`src/rtl/tmr16_pkg.sv`:
```
package tmr16_pkg;

  typedef enum logic [2:0] {
    RA_CTRL = 3'd0,
    RA_CNTL = 3'd1,
    RA_CNTH = 3'd2,
    RA_REFL = 3'd3,
    RA_REFH = 3'd4,
    RA_MODE = 3'd5,
    RA_FLAG = 3'd6,
    RA_NONE = 3'd7
  } reg_addr_e;

  localparam logic [3:0] MODE_CLEAR_ON_MATCH = 4'b1011;

  typedef struct packed {
    logic [1:0] ps;
    logic       nosync;
    logic       ext;
    logic       run;
  } ctrl_t;

  // last prescaler state before a tick is passed on: ratio minus one
  function automatic int unsigned ps_last(int unsigned sel);
    return (32'd1 << sel) - 32'd1;
  endfunction

endpackage

```
`src/rtl/tmr16_edge.sv`:
```
module tmr16_edge #(
  parameter int SYNC_STAGES = 2
) (
  input  logic clk,
  input  logic rst_n,
  input  logic pin,
  input  logic bypass,
  output logic edge_o
);
  localparam int TOP = SYNC_STAGES - 1;

  logic [TOP:0] chain_q;
  logic         hist_q;
  logic         raw_q;
  logic         sync_edge;
  logic         raw_edge;

  generate
    if (SYNC_STAGES > 1) begin : g_multi
      always_ff @(posedge clk or negedge rst_n)
        if (!rst_n) chain_q <= '0;
        else        chain_q <= {chain_q[TOP-1:0], pin};
    end else begin : g_single
      always_ff @(posedge clk or negedge rst_n)
        if (!rst_n) chain_q <= '0;
        else        chain_q <= pin;
    end
  endgenerate

  always_ff @(posedge clk or negedge rst_n)
    if (!rst_n) begin
      hist_q <= 1'b0;
      raw_q  <= 1'b0;
    end else begin
      hist_q <= chain_q[TOP];
      raw_q  <= pin;
    end

  assign sync_edge = chain_q[TOP] & ~hist_q;
  assign raw_edge  = pin & ~raw_q;
  assign edge_o    = bypass ? raw_edge : sync_edge;

  AST_SYNC_EDGE_SINGLE: assert property (@(posedge clk) disable iff (!rst_n)
    sync_edge |=> !sync_edge);

endmodule

```
`src/rtl/tmr16_prescale.sv`:
```
module tmr16_prescale #(
  parameter int PS_W = 2
) (
  input  logic            clk,
  input  logic            rst_n,
  input  logic            clr,
  input  logic            tick_in,
  input  logic [PS_W-1:0] sel,
  output logic            tick_out
);
  import tmr16_pkg::*;
  localparam int PRE_W = (1 << PS_W) - 1;

  logic [PRE_W-1:0] pre_q;
  logic             at_last;

  assign at_last  = (pre_q == PRE_W'(ps_last(32'(sel))));
  assign tick_out = tick_in & at_last;

  always_ff @(posedge clk or negedge rst_n)
    if (!rst_n)       pre_q <= '0;
    else if (clr)     pre_q <= '0;
    else if (tick_in) pre_q <= at_last ? '0 : pre_q + 1'b1;

  AST_PRESCALE_CLEARED: assert property (@(posedge clk) disable iff (!rst_n)
    clr |=> (pre_q == '0));

endmodule

```
`src/rtl/tmr16_unit.sv`:
```
module tmr16_unit #(
  parameter int BYTE_W      = 8,
  parameter int MODE_W      = 4,
  parameter int SYNC_STAGES = 2
) (
  input  logic              clk,
  input  logic              por_n,
  input  logic              rst_n,
  input  logic [2:0]        bus_addr,
  input  logic              bus_we,
  input  logic [BYTE_W-1:0] bus_wdata,
  output logic [BYTE_W-1:0] bus_rdata,
  input  logic              ext_clk_pin,
  output logic              irq_flag,
  output logic              cmp_event
);
  import tmr16_pkg::*;
  localparam int CNT_W = 2 * BYTE_W;

  function automatic logic [CNT_W-1:0] count_next(
    input logic [CNT_W-1:0]  cur,
    input logic              wl,
    input logic              wh,
    input logic [BYTE_W-1:0] d,
    input logic              clr,
    input logic              inc
  );
    logic [CNT_W-1:0] r;
    r = cur;
    if (wl || wh) begin
      if (wl) r[BYTE_W-1:0]     = d;
      if (wh) r[CNT_W-1:BYTE_W] = d;
    end else if (clr) begin
      r = '0;
    end else if (inc) begin
      r = cur + 1'b1;
    end
    return r;
  endfunction

  logic              any_rst_n;
  ctrl_t             ctrl_q;
  logic [CNT_W-1:0]  cnt_q;
  logic [BYTE_W-1:0] ref_lo_q, ref_hi_q;
  logic [MODE_W-1:0] mode_q;
  logic              flag_q;

  logic wr_ctrl, wr_lo, wr_hi, wr_rlo, wr_rhi, wr_mode, wr_flag, cnt_wr;
  logic ext_edge, src_tick, cnt_tick, async_mode, match, sevt_fire, wrap;

  assign any_rst_n = rst_n & por_n;

  // bus decode
  assign wr_ctrl = bus_we && (reg_addr_e'(bus_addr) == RA_CTRL);
  assign wr_lo   = bus_we && (reg_addr_e'(bus_addr) == RA_CNTL);
  assign wr_hi   = bus_we && (reg_addr_e'(bus_addr) == RA_CNTH);
  assign wr_rlo  = bus_we && (reg_addr_e'(bus_addr) == RA_REFL);
  assign wr_rhi  = bus_we && (reg_addr_e'(bus_addr) == RA_REFH);
  assign wr_mode = bus_we && (reg_addr_e'(bus_addr) == RA_MODE);
  assign wr_flag = bus_we && (reg_addr_e'(bus_addr) == RA_FLAG);
  assign cnt_wr  = wr_lo | wr_hi;

  // clock source front end
  tmr16_edge #(.SYNC_STAGES(SYNC_STAGES)) u_edge (
    .clk    (clk),
    .rst_n  (any_rst_n),
    .pin    (ext_clk_pin),
    .bypass (ctrl_q.nosync),
    .edge_o (ext_edge)
  );

  assign src_tick = ctrl_q.run & (ctrl_q.ext ? ext_edge : 1'b1);

  tmr16_prescale #(.PS_W(2)) u_pre (
    .clk      (clk),
    .rst_n    (any_rst_n),
    .clr      (cnt_wr),
    .tick_in  (src_tick),
    .sel      (ctrl_q.ps),
    .tick_out (cnt_tick)
  );

  // compare unit
  assign async_mode = ctrl_q.ext & ctrl_q.nosync;
  assign match      = (cnt_q == {ref_hi_q, ref_lo_q});
  assign sevt_fire  = cnt_tick & match & (mode_q == MODE_CLEAR_ON_MATCH) & ~async_mode;
  assign wrap       = cnt_tick & (&cnt_q) & ~sevt_fire & ~cnt_wr;
  assign cmp_event  = sevt_fire & ~cnt_wr;

  // control register: only power-on / brown-out clears it
  always_ff @(posedge clk or negedge por_n)
    if (!por_n) ctrl_q <= '0;
    else if (rst_n && wr_ctrl)
      ctrl_q <= '{ps: bus_wdata[5:4], nosync: bus_wdata[2],
                  ext: bus_wdata[1], run: bus_wdata[0]};

  // count bytes: no reset, held while any reset is active
  always_ff @(posedge clk)
    if (any_rst_n)
      cnt_q <= count_next(cnt_q, wr_lo, wr_hi, bus_wdata, sevt_fire, cnt_tick);

  always_ff @(posedge clk or negedge any_rst_n)
    if (!any_rst_n) begin
      ref_lo_q <= '0;
      ref_hi_q <= '0;
      mode_q   <= '0;
      flag_q   <= 1'b0;
    end else begin
      if (wr_rlo)  ref_lo_q <= bus_wdata;
      if (wr_rhi)  ref_hi_q <= bus_wdata;
      if (wr_mode) mode_q   <= bus_wdata[MODE_W-1:0];
      if (wrap)         flag_q <= 1'b1;
      else if (wr_flag) flag_q <= bus_wdata[0];
    end

  assign irq_flag = flag_q;

  always_comb begin
    unique case (reg_addr_e'(bus_addr))
      RA_CTRL: bus_rdata = BYTE_W'({ctrl_q.ps, 1'b0, ctrl_q.nosync, ctrl_q.ext, ctrl_q.run});
      RA_CNTL: bus_rdata = cnt_q[BYTE_W-1:0];
      RA_CNTH: bus_rdata = cnt_q[CNT_W-1:BYTE_W];
      RA_REFL: bus_rdata = ref_lo_q;
      RA_REFH: bus_rdata = ref_hi_q;
      RA_MODE: bus_rdata = BYTE_W'(mode_q);
      RA_FLAG: bus_rdata = BYTE_W'(flag_q);
      default: bus_rdata = '0;
    endcase
  end

  AST_IDLE_HOLD: assert property (@(posedge clk) disable iff (!any_rst_n)
    (!ctrl_q.run && !cnt_wr) |=> $stable(cnt_q));
  AST_WRAP_SETS_FLAG: assert property (@(posedge clk) disable iff (!any_rst_n)
    wrap |=> irq_flag);
  AST_EVT_CLEARS: assert property (@(posedge clk) disable iff (!any_rst_n)
    cmp_event |=> (cnt_q == '0));
  AST_ASYNC_NO_EVT: assert property (@(posedge clk) disable iff (!any_rst_n)
    async_mode |-> !cmp_event);
  AST_EVT_NO_FLAG: assert property (@(posedge clk) disable iff (!any_rst_n)
    (sevt_fire && !irq_flag && !wr_flag) |=> !irq_flag);
  AST_WRITE_BEATS_EVT: assert property (@(posedge clk) disable iff (!any_rst_n)
    (sevt_fire && wr_lo) |=> (cnt_q[BYTE_W-1:0] == $past(bus_wdata)));

endmodule

```
`config.mk`:
```
export PLATFORM = sky130hd
export DESIGN_NAME = tmr16_unit
export DESIGN_NICKNAME = d
export VERILOG_FILES = /design/src/rtl/tmr16_pkg.sv /design/src/rtl/tmr16_edge.sv /design/src/rtl/tmr16_prescale.sv /design/src/rtl/tmr16_unit.sv
export SDC_FILE = /design/constraint.sdc
export NUM_CORES = 1
export LEC_CHECK = 0
export BUFFER_PORTS_ARGS = -buffer_cell sky130_fd_sc_hd__buf_2
export CAP_MARGIN = 15
export CORE_MARGIN = 2
export CORE_UTILIZATION = 64
export DETAILED_ROUTE_END_ITERATION = 10
export PLACE_DENSITY = 0.83
export SETUP_SLACK_MARGIN = 0.02
export SLEW_MARGIN = 20
export SYNTH_ARGS = -nofsm -noshare
export SYNTH_HDL_FRONTEND = slang
export SYNTH_SLANG_ARGS = --single-unit
```
`constraint.sdc`:
```
create_clock -name clk -period 4.5 [get_ports clk]
set_input_delay 0.675 -clock clk [delete_from_list [all_inputs] [get_ports clk]]
set_output_delay 0.675 -clock clk [all_outputs]
set_load 0.05 [all_outputs]
```
Yosys cells after proc, flatten, opt, wreduce, memory -nomap -nowiden
Cells that the tools add are included.

word-level totals
  bits in registers = 49
  output and inout port bits = 10

operators by class
  shift operators = 1
  reductions and logical operators = 16
  bitwise logic cells = 19
  multiplexer cells = 13
  add/subtract/negate cells = 3
  equality and inequality tests = 11

operators with widths
  cell                     count
  $pmux W8 S7              1
  $mux W16                 3
  $add A16 B1 Y16 const B  1
  $eq A16 B16 Y1           1
  $mux W8                  2
  $reduce_and A16 Y1       1
  $and A1 B1 Y1            13
  $eq A3 B3 Y1 const B     3
  $mux W3                  3
  $logic_and A1 B1 Y1      8
  $eq A3 B2 Y1 const B     2
  $reduce_and A3 Y1        2
  $not A1 Y1               5
  $eq A4 B4 Y1 const B     1
  $mux W1                  4
  $ne A2 B2 Y1 const B     2
  $reduce_bool A2 Y1       2
  $add A3 B1 Y3 const B    1
  $eq A3 B1 Y1 const B     1
  $eq A3 B3 Y1             1
  $logic_not A3 Y1         1
  $reduce_bool A3 Y1       1
  $shl A1 B2 Y3 const A    1
  $sub A3 B1 Y3 const B    1
  other kinds (2)          2

Depth between registers and ports, before layout
Gate-level depths: netlist of the first run.

  depth in word-level cells = 13
  gate-level depth with buffers = 7
  depth with buffers taken out = 6

By module
From an unflattened synthesis of the first run, not the netlist that was laid out.

second synthesis, totals
  cells, all modules = 270
  area, all modules = 2932.8 um2

by module, submodules not included
  module          area each (um2)  times used  cells each
  tmr16_unit      2601.2           1           240
  tmr16_prescale  232.7            1           24
  tmr16_edge      98.8             1           6

Worst setup path after synthesis of the first run
Ideal clock, no wire load.

  path type = input -> output
  start point = input port bus_addr[0]
  end point = output port bus_rdata[6]
  arrival = 2.442 ns
  slack = 1.383 ns
  stages on the path = 5
  cell sequence = clkbuf_1 > buf_1 > nor2b_1 > a22oi_1 > o22ai_1

between the ends
  word-level cells in the longest chain between the ends = 2

RTL lines
  item                                  line               text
  from (decl)                           tmr16_unit.sv:9    input logic [2:0] bus_addr,
  $eq A3 B3 Y1 (tied with other cells)  tmr16_unit.sv:119  unique case (reg_addr_e'(bus_addr))
  $pmux W8 S7 *                         tmr16_unit.sv:119
  to (decl)                             tmr16_unit.sv:12   output logic [BYTE_W-1:0] bus_rdata,

Every way passes the cells marked *; elsewhere a longest branch is shown, timed or not.

Worst setup path in the final report of the first run
  start point = register cnt_q[12]
  end point = output port cmp_event

between the ends
  word-level cells in the longest chain between the ends = 5

RTL lines
  item                        line               text
  from (decl)                 tmr16_unit.sv:43   logic [CNT_W-1:0] cnt_q;
  from (signal assigned)      tmr16_unit.sv:100  cnt_q <= count_next(cnt_q, wr_lo, wr_hi, bus_wdata, sevt_fire, cnt_tick);
  $eq A16 B16 Y1              tmr16_unit.sv:85   assign match = (cnt_q == {ref_hi_q, ref_lo_q});
  $and A1 B1 Y1 (3 in a row)  tmr16_unit.sv:86   assign sevt_fire = cnt_tick & match & (mode_q == MODE_CLEAR_ON_MATCH) & ~async_mode;
  $and A1 B1 Y1               tmr16_unit.sv:88   assign cmp_event = sevt_fire & ~cnt_wr;
  to (decl)                   tmr16_unit.sv:15   output logic cmp_event

No other way between the ends.

==> impl_table.tex, run 1 <==
\begin{tabular}{lr}
\hline
Metric & Value \\
\hline
\multicolumn{2}{l}{\textbf{Placed design}} \\
\quad Routability congestion estimate & between 0.9 and 1 \\
\quad PortBufs & 25 \\
\quad DP Area & $\sim$3000 um2 \\
\quad HPWL after detailed placement & 5.17 mm \\
\multicolumn{2}{l}{\textbf{Critical path}} \\
\quad Critical Path Max Stage Delay & 0.55 ns \\
\quad Biggest fanout along the worst timing path & 7 \\
\quad Worst path bufs/invs & 1 \\
\quad Critical Path AT & 2.73 ns \\
\quad Required time reported for the critical path endpoint & between 3 and 4 ns \\
\quad Crit-path leading delay family & simple AND/OR/NAND/NOR gates \\
\quad Worst setup SP type & register \\
\quad Type of the setup path with the least slack & register to output port \\
\quad Slowest stage cell on the critical path & sky130\_fd\_sc\_hd\_\_or4\_4 \\
\quad CP cell instances & xor2\_1 -> or4b\_1 -> or4\_4 -> nor3\_4 -> buf\_2 \\
\quad Type of element capturing the critical path & output port \\
\multicolumn{2}{l}{\textbf{Flow run}} \\
\quad Max-capacitance violation count & 0 \\
\multicolumn{2}{l}{\textbf{Clock tree}} \\
\quad Number of H-tree branching levels & 2 \\
\quad Hold-fix buffers, CTS & 0 \\
\quad Clk sink count & 48 \\
\quad Latest clock arrival within the worst-skew pair & $\sim$0.30 ns \\
\quad Resized cells post-CTS & 0 \\
\quad CTS tree & built \\
\quad Clk root buf & sky130\_fd\_sc\_hd\_\_clkbuf\_8 \\
\quad CTS Buf Count & 5 \\
\quad Clk buf depth & 2 \\
\quad Clock transition at the registers of the reported paths & roughly 0.09 ns \\
\quad Post-CTS Setup Repair Bufs & 0 \\
\multicolumn{2}{l}{\textbf{GRT}} \\
\quad Total track usage & 30.2\% \\
\quad GR Overflow Total & 0 \\
\quad Global-route wire length before repair & 11.6 mm \\
\quad Initial antenna violation count & 0 \\
\quad Pin count of the biggest net entering global routing & 30 \\
\quad Number of global-route vias before repair & 2219 \\
\multicolumn{2}{l}{\textbf{Timing}} \\
\quad Clock skew & between 0.01 and 0.015 ns \\
\quad Final hold violation count & 0 \\
\quad Final total negative setup slack & 0 ns \\
\quad RSZ-0062 raised after global routing & no \\
\quad Maximum clock rate & 293 MHz \\
\quad Relative slew slack & roughly 54\% \\
\quad Final number of setup-violating endpoints & 0 \\
\quad Final worst path period share & $\sim$76\% \\
\quad Final worst path period need & between 3 and 4 ns \\
\quad Worst slew pin tran & approximately 0.70 ns \\
\quad Number of max-slew violations in the final report & 0 \\
\quad Worst hold slack after final layout & $\sim$0.19 ns \\
\multicolumn{2}{l}{\textbf{Die}} \\
\quad Vertical die dimension & 71.1 um \\
\quad Width of the chip & slightly above 70 um \\
\quad Core ar. & 4350 um2 \\
\quad Starting Density & 66.2\% \\
\quad Count of standard-cell rows & 24 \\
\quad Die ar. & between 5000 and 6000 um2 \\
\quad Number of I/O pins & 26 \\
\multicolumn{2}{l}{\textbf{Synthesis}} \\
\quad Synth unique cells & 42 \\
\quad Gate Count Post-Synth & 270 \\
\quad Synthesized net count & roughly 290 \\
\quad Number of flops mapped to enable cells by yosys & 16 \\
\quad Syn avg cell area & roughly 11 um2 \\
\quad Ys flop type & sky130\_fd\_sc\_hd\_\_dfrtp\_1 \\
\quad Syn. warnings & 0 \\
\quad Area share of the leading cell type in the synthesized netlist & between 20\% and 30\% \\
\quad Synthesized flop and latch total & between 40 and 50 \\
\quad Dominant cell type by area after synthesis & sky130\_fd\_sc\_hd\_\_dfrtp\_1 \\
\quad Leading cell types by total area after synthesis & sky130\_fd\_sc\_hd\_\_dfrtp\_1, sky130\_fd\_sc\_hd\_\_edfxtp\_1, sky130\_fd\_sc\_hd\_\_mux2\_2 \\
\quad Share of synthesized area occupied by flip-flops and latches & between 40 and 50\% \\
\quad Async SR Flop Fraction & between 60\% and 70\% \\
\quad Mapped cell area & 2880 um2 \\
\multicolumn{2}{l}{\textbf{Pwr}} \\
\quad Power density over cell area & approximately 390 nW/um2 \\
\quad Leakage power & $\sim$1.2 nW \\
\quad Peak supply drop & between 0.0002 and 0.00025 V \\
\multicolumn{2}{l}{\textbf{Final layout}} \\
\quad Fraction of final layout cells with drive strength greater than 1 & between 20\% and 30\% \\
\quad Post-Layout Inst Area & around 3100 um2 \\
\quad Signed area change from the synthesized netlist to the final layout & 9.03\% \\
\quad Total inserted antenna cells & 0 \\
\quad Net count, final & $\sim$310 \\
\quad Count of filler cells inserted in the layout & approximately 340 \\
\multicolumn{2}{l}{\textbf{Drt}} \\
\quad Total DRC errors in the routed layout & 0 \\
\quad DR iter-0 viols & $\sim$290 \\
\quad Number of vias per cell & 6.53 \\
\quad Routed vias & about 2300 \\
\quad Residual antenna-violating net count after detailed routing & 0 \\
\quad Average routed wire per standard cell & $\sim$20 um \\
\quad Post-detailed-routing wire length & 7.04 mm \\
\quad First drt pass iteration count & 6 \\
\multicolumn{2}{l}{\textbf{Outcome}} \\
\quad Run status & completed \\
\multicolumn{2}{l}{\textbf{Min path}} \\
\quad Tightest Hold Check Type & input pin to asynchronous set/reset pin \\
\hline
\end{tabular}
-- layout make-up --
cell class | instances | area, um2 | share of cell area, %
Clock buffer | 8 | 100 | 3.19
Timing Repair Buffer | 27 | 140 | 4.46
Tap cell | 52 | 65.1 | 2.07
Multi-Input combinational cell | 207 | 1540 | 48.9
Sequential cell | 48 | 1280 | 40.8
Inverter | 5 | 18.8 | 0.597
-- worst paths after layout --
check | to | start | depth (start not counted) | slack, ns
setup / recovery | cmp_event | cnt_q[12]$_DFFE_PP_ | 5 | 1.09
hold / removal | ctrl_q[4]$_DFFE_PN0P_ | por_n | 1 | 0.19
setup reg to reg | cnt_q[2]$_DFFE_PP_ | cnt_q[13]$_DFFE_PP_ | 5 | 2.00
hold reg to reg | u_edge.hist_q$_DFF_PN0_ | u_edge.chain_q[1]$_DFF_PN0_ | 0 | 0.36
max in group asynchronous | ref_hi_q[7]$_DFFE_PN0P_ | por_n | 3 | 3.59
min in group clk | u_edge.hist_q$_DFF_PN0_ | u_edge.chain_q[1]$_DFF_PN0_ | 0 | 0.36
-- power by group --
group          switching (W)  internal, W  total [W]
Sequential         0.0000787     0.000523   0.000602
Combinational       0.000182     0.000146   0.000328
Clock               0.000140     0.000140   0.000280
Total               0.000401     0.000810    0.00121
-- placed cells by master (no fill, tap or decap), types with 6 or more instances in the layout --
| cell | count |
|---|---|
| sky130_fd_sc_hd__a211oi_1 | 6 |
| sky130_fd_sc_hd__a21oi_1 | 6 |
| sky130_fd_sc_hd__a22oi_1 | 10 |
| sky130_fd_sc_hd__buf_2 | 25 |
| sky130_fd_sc_hd__clkbuf_8 | 7 |
| sky130_fd_sc_hd__dfrtp_1 | 32 |
| sky130_fd_sc_hd__edfxtp_1 | 16 |
| sky130_fd_sc_hd__mux2_2 | 30 |
| sky130_fd_sc_hd__mux2i_1 | 6 |
| sky130_fd_sc_hd__nand2_1 | 21 |
| sky130_fd_sc_hd__nand3_1 | 8 |
| sky130_fd_sc_hd__nand4_1 | 6 |
| sky130_fd_sc_hd__nor2_1 | 15 |
| sky130_fd_sc_hd__nor2b_1 | 9 |
| sky130_fd_sc_hd__o21ai_0 | 15 |
| sky130_fd_sc_hd__xnor2_1 | 22 |
| sky130_fd_sc_hd__xor2_1 | 11 |
-- cell families after synthesis --
family                     after synthesis  share of synthesized area, %
DFF                                     48                          44.5
and+or+nand+nor                         85                          16.2
buffers and inverters                   15                          2.21
muxes                                   38                          15.4
xor gates and xnor gates                33                          10.0
adders and majority gates                2                         0.868
AOI/OAI and AO/OA                       49                          10.9
-- metrics by stage --
step,power [W],utilization (%),setup WS [ns],instances
6_report,0.00121,72.2,1.09,347
5_1_grt,0.00127,72.2,1.03,347
4_1_cts,0.00121,72.2,1.12,347
3_5_place_dp,0.000933,69.9,1.35,339
3_3_place_gp,0.000919,69.9,1.41,339
2_1_floorplan,0.000842,-,1.38,270
-- sequential cells by signal (all words and copies together), names as in the netlist --
signal          count
irq_flag            1
ref_lo_q            8
mode_q              4
u_edge.chain_q      2
cnt_q              16
u_pre.pre_q         3
ctrl_q              5
ref_hi_q            8
u_edge.hist_q       1
-- routing by layer --
layer	global-route usage [%]	vias up	wire, um
li1	-	1041	-
met1	43.2	1092	2960
met2	48.6	124	3390
met3	5.13	9	583
met4	7.55	0	110
met5	0	-	0
-- synth_stat cells, types with 2 or more instances --
cell type and n:
sky130_fd_sc_hd__a211oi_1 6, sky130_fd_sc_hd__a21oi_1 6, sky130_fd_sc_hd__o21ai_0 15, sky130_fd_sc_hd__a22oi_1 10, sky130_fd_sc_hd__mux2i_1 6, sky130_fd_sc_hd__buf_1 2, sky130_fd_sc_hd__nand2b_1 2, sky130_fd_sc_hd__nand2_1 21
sky130_fd_sc_hd__xor2_1 11, sky130_fd_sc_hd__nor2b_1 9, sky130_fd_sc_hd__dfrtp_1 32, sky130_fd_sc_hd__and2_1 4, sky130_fd_sc_hd__clkbuf_1 7, sky130_fd_sc_hd__inv_1 5, sky130_fd_sc_hd__nor3_1 3, sky130_fd_sc_hd__edfxtp_1 16
sky130_fd_sc_hd__mux2_2 30, sky130_fd_sc_hd__nor3b_1 2, sky130_fd_sc_hd__nand4_1 6, sky130_fd_sc_hd__mux4_2 2, sky130_fd_sc_hd__and4_1 3, sky130_fd_sc_hd__o22ai_1 5, sky130_fd_sc_hd__nor2_1 15, sky130_fd_sc_hd__and3_1 5
sky130_fd_sc_hd__xnor2_1 22, sky130_fd_sc_hd__nand3_1 8, sky130_fd_sc_hd__ha_1 2
(Power assumes the default switching activity.)
==> run 2, diff against run 1 <==
--- a/config.mk
+++ b/config.mk
@@ -8,9 +8,9 @@
 export BUFFER_PORTS_ARGS = -buffer_cell sky130_fd_sc_hd__buf_2
 export CAP_MARGIN = 15
 export CORE_MARGIN = 2
-export CORE_UTILIZATION = 64
+export CORE_UTILIZATION = 54
 export DETAILED_ROUTE_END_ITERATION = 10
-export PLACE_DENSITY = 0.83
+export PLACE_DENSITY = 0.74
 export SETUP_SLACK_MARGIN = 0.02
 export SLEW_MARGIN = 20
 export SYNTH_ARGS = -nofsm -noshare
==> constraint.sdc (replaced) <==
create_clock -name clk -period 3.1 [get_ports clk]
set_input_delay 0.465 -clock clk [delete_from_list [all_inputs] [get_ports clk]]
set_output_delay 0.465 -clock clk [all_outputs]
set_load 0.05 [all_outputs]
==> run 2 against run 1 <==
  * Flip-flop and latch count did not move
  * Cell count rose by 7.5%
  * Global-route usage fell by 4.2 points
  * Clock-buffer cell count fell by 2
  * Combinational power rose by 47%
  * Die area rose by 17%
  * Critical path depth did not move
  * Non-clock buffer count rose by 8
  * Clock skew fell by 0.0022 ns
  * Sequential share of layout area fell by 1.0 points
  * Register-to-register slack got worse by 1.4 ns
  * Sequential power rose by 45%
==> impl_table.tex, run 2 (synthesis gave the netlist of run 1 again) <==
\begin{tabular}{lr}
\hline
Metric & Value \\
\hline
\multicolumn{2}{l}{\textbf{Final layout}} \\
\quad Fraction of final layout cells with drive strength greater than 1 & 25.7\% (+2.0 points) \\
\quad Register with the most flip-flops & cnt\_q \\
\quad Most used cells in the layout excluding fill and tap cells & sky130\_fd\_sc\_hd\_\_dfrtp\_1, sky130\_fd\_sc\_hd\_\_mux2\_2, sky130\_fd\_sc\_hd\_\_buf\_2 \\
\quad Signed area change from the synthesized netlist to the final layout & 11.8\% \\
\quad Total inserted antenna cells & 0 (unchanged) \\
\quad Most frequent standard cell in the layout excluding fill and tap cells & sky130\_fd\_sc\_hd\_\_dfrtp\_1 \\
\quad Post-Layout Inst Area & 3220 um2 (+2.5\%) \\
\quad Final standard cell utilization of the core & 62.7\% (-9.5 points) \\
\quad Max FFs per register & 16 (unchanged) \\
\quad Largest registers ranked by flip-flop count & cnt\_q (16), ref\_hi\_q (8), ref\_lo\_q (8) \\
\quad Net count, final & 320 (+2.6\%) \\
\quad Count of filler cells inserted in the layout & 445 (+30\%) \\
\multicolumn{2}{l}{\textbf{Pwr}} \\
\quad Peak supply drop & 0.000364 V (+52\%) \\
\quad Part of the total power dissipated in combinational logic & 27.5\% (+0.4 points) \\
\quad Switching share of total power & 33.7\% (+0.64 points) \\
\quad NetSw & 0.000590 W (+47\%) \\
\quad Overall power consumption & 0.00175 W (+44\%) \\
\quad Part of the power in the clock network & 22.5\% (-0.6 points) \\
\quad Internal & 0.00116 W (+43\%) \\
\quad Leakage power & 1.29 nW (+3.1\%) \\
\quad Sequential power share & 49.9\% (+0.2 points) \\
\quad Power density over cell area & 543 nW/um2 (+41\%) \\
\multicolumn{2}{l}{\textbf{Min path}} \\
\quad Origin of the worst min-delay path & ext\_clk\_pin \\
\quad Worst Hold End & u\_edge.chain\_q[0]\$\_DFF\_PN0\_ \\
\quad Number of cells on the worst hold path & 1 \\
\quad Tightest Hold Check Type & input pin to register \\
\multicolumn{2}{l}{\textbf{Critical path}} \\
\quad Required time reported for the critical path endpoint & 2.63 ns (-1.20 ns) \\
\quad Biggest fanout along the worst timing path & 6 (-1) \\
\quad Worst setup SP type & register \\
\quad Worst reg-to-reg setup slack & 0.64 ns (-1.36 ns) \\
\quad Worst r2r path cells & 6 (+1) \\
\quad Startpoint of the most critical register-to-register path & cnt\_q[7]\$\_DFFE\_PP\_ \\
\quad Type of the setup path with the least slack & register to output port \\
\quad Critical Path AT & 2.49 ns (-0.24 ns) \\
\quad Type of element capturing the critical path & output port \\
\quad Reg-to-Reg End & cnt\_q[7]\$\_DFFE\_PP\_ \\
\multicolumn{2}{l}{\textbf{GRT}} \\
\quad GR Overflow Total & 0 (unchanged) \\
\quad Global-route wire length before repair & 11.9 mm (+2.6\%) \\
\quad Pin count of the biggest net entering global routing & 28 (-6.7\%) \\
\quad Initial antenna violation count & 0 (unchanged) \\
\quad Total track usage & 26.0\% (-4.2 points) \\
\quad Number of global-route vias before repair & 2229 (+0.45\%) \\
\multicolumn{2}{l}{\textbf{Placed design}} \\
\quad DP Area & 3100 um2 (+2.0\%) \\
\quad HPWL after detailed placement & 5.41 mm (+4.6\%) \\
\quad Routability congestion estimate & 0.900 (-4.3\%) \\
\quad PortBufs & 25 (unchanged) \\
\multicolumn{2}{l}{\textbf{Die}} \\
\quad Starting Density & 56.1\% (-10 points) \\
\quad Count of standard-cell rows & 26 (+8.3\%) \\
\quad Vertical die dimension & 77.1 um (+8.4\%) \\
\quad Core ar. & 5140 um2 (+18\%) \\
\quad Number of I/O pins & 26 (unchanged) \\
\quad Width of the chip & 77.1 um (+8.4\%) \\
\quad Die ar. & 5940 um2 (+17\%) \\
\multicolumn{2}{l}{\textbf{Clock tree}} \\
\quad CTS Buf Count & 5 (unchanged) \\
\quad Number of H-tree branching levels & 2 (unchanged) \\
\quad Clock transition at the registers of the reported paths & 0.09 ns (about the same) \\
\quad Clk buf depth & 2 (unchanged) \\
\quad Clk root buf & sky130\_fd\_sc\_hd\_\_clkbuf\_8 \\
\quad Clk sink count & 48 (unchanged) \\
\quad Latest clock arrival within the worst-skew pair & 0.30 ns (about the same) \\
\quad CTS tree & built \\
\multicolumn{2}{l}{\textbf{Drt}} \\
\quad Residual antenna-violating net count after detailed routing & 0 (unchanged) \\
\quad Average routed wire per standard cell & 19.3 um (-4.9\%) \\
\quad Number of vias per cell & 6.12 (-6.3\%) \\
\quad Routed vias & 2282 (+0.71\%) \\
\quad DR iter-0 viols & 215 (-25\%) \\
\quad Total DRC errors in the routed layout & 0 (unchanged) \\
\quad Post-detailed-routing wire length & 7.19 mm (+2.2\%) \\
\quad First drt pass iteration count & 6 (unchanged) \\
\multicolumn{2}{l}{\textbf{Flow run}} \\
\quad Max-capacitance violation count & 0 (unchanged) \\
\multicolumn{2}{l}{\textbf{Timing}} \\
\quad Worst hold slack after final layout & 0.283 ns (+0.0911 ns) \\
\quad Final worst path period share & between 90\% and 100\% \\
\quad Final total negative setup slack & 0 ns (unchanged) \\
\quad Final hold violation count & 0 (unchanged) \\
\quad Final number of setup-violating endpoints & 0 (unchanged) \\
\quad Final worst path period need & 2.96 ns \\
\quad Relative slew slack & 60.0\% (+6.4 points) \\
\quad Worst slew pin tran & 0.596 ns (-0.100 ns) \\
\quad Number of max-slew violations in the final report & 0 (unchanged) \\
\quad Clock skew & 0.0108 ns (-0.00222 ns) \\
\quad Maximum clock rate & between 300 and 400 MHz \\
\quad RSZ-0062 raised after global routing & no \\
\multicolumn{2}{l}{\textbf{Outcome}} \\
\quad Run status & completed \\
\hline
\end{tabular}
[run 2: cell count changes in the layout (fill, tap and decap cells not counted)]
cell	previous run	this run
sky130_fd_sc_hd__buf_4	2	10
sky130_fd_sc_hd__clkinv_2	0	2
sky130_fd_sc_hd__clkbuf_1	1	0
sky130_fd_sc_hd__clkbuf_8	7	6
sky130_fd_sc_hd__buf_2	25	24
sky130_fd_sc_hd__dlygate4sd3_1	0	1
[run 2: worst max-delay path, stage by stage (launching register included)]
cell and delay [ns]:
sky130_fd_sc_hd__edfxtp_1 0.51, sky130_fd_sc_hd__xor2_1 0.22, sky130_fd_sc_hd__or4b_1 0.47, sky130_fd_sc_hd__or4_4 0.55, sky130_fd_sc_hd__nor3_4 0.22, sky130_fd_sc_hd__buf_4 0.23
[run 2: power by group through the flow]
stage / clock network, W / logic, W / registers [W]
floorplan: 0 / 0.000364 / 0.000858
global placement: 0 / 0.000466 / 0.000877
detailed placement: 0 / 0.000475 / 0.000885
CTS: 0.000397 / 0.000480 / 0.000871
global route: 0.000423 / 0.000532 / 0.000887
finish: 0.000394 / 0.000482 / 0.000873
[run 2: layer usage]
| metal | vias up | track usage, % | wire length, um |
|---|---|---|---|
| li1 | 1057 | - | - |
| met1 | 1123 | 36.5 | 3130 |
| met2 | 86 | 41.7 | 3400 |
| met3 | 16 | 3.88 | 480 |
| met4 | 0 | 8.75 | 178 |
| met5 | - | 0 | 0 |
[run 2: final cells by class]
type                    count  area, um2  area share (%)
inverters                   5       18.8           0.583
repair buffers             35        205            6.37
clock buffers               6       82.6            2.56
well taps                  70       87.6            2.72
clock inverters             2       10.0           0.311
multi-input cells         207       1540            47.7
flip-flops and latches     48       1280            39.8
[run 2: worst max path at each step]
stage	cells past startpoint	end	slack, ns	startpoint
6_report	5	cmp_event	0.14	cnt_q[7]$_DFFE_PP_
5_1_grt	5	cmp_event	0.03	cnt_q[12]$_DFFE_PP_
4_1_cts	5	cmp_event	0.08	cnt_q[7]$_DFFE_PP_
3_5_place_dp	5	cmp_event	0.42	cnt_q[7]$_DFFE_PP_
3_3_place_gp	5	cmp_event	0.45	cnt_q[12]$_DFFE_PP_
2_1_floorplan	5	bus_rdata[6]	0.40	bus_addr[0]
[run 2: repair_timing]
action	in CTS	in global routing
buffers inserted	0	2
endpoints found under the hold margin	5	0
gates resized for setup	0	2
hold buffers	1	0
setup endpoints to repair	0	1
[run 2: stage by stage]
step           setup WS [ns]  instances
3_3_place_gp           0.447        362
2_1_floorplan          0.403        270
3_5_place_dp           0.416        362
6_report               0.144        373
5_1_grt               0.0255        373
4_1_cts               0.0790        371
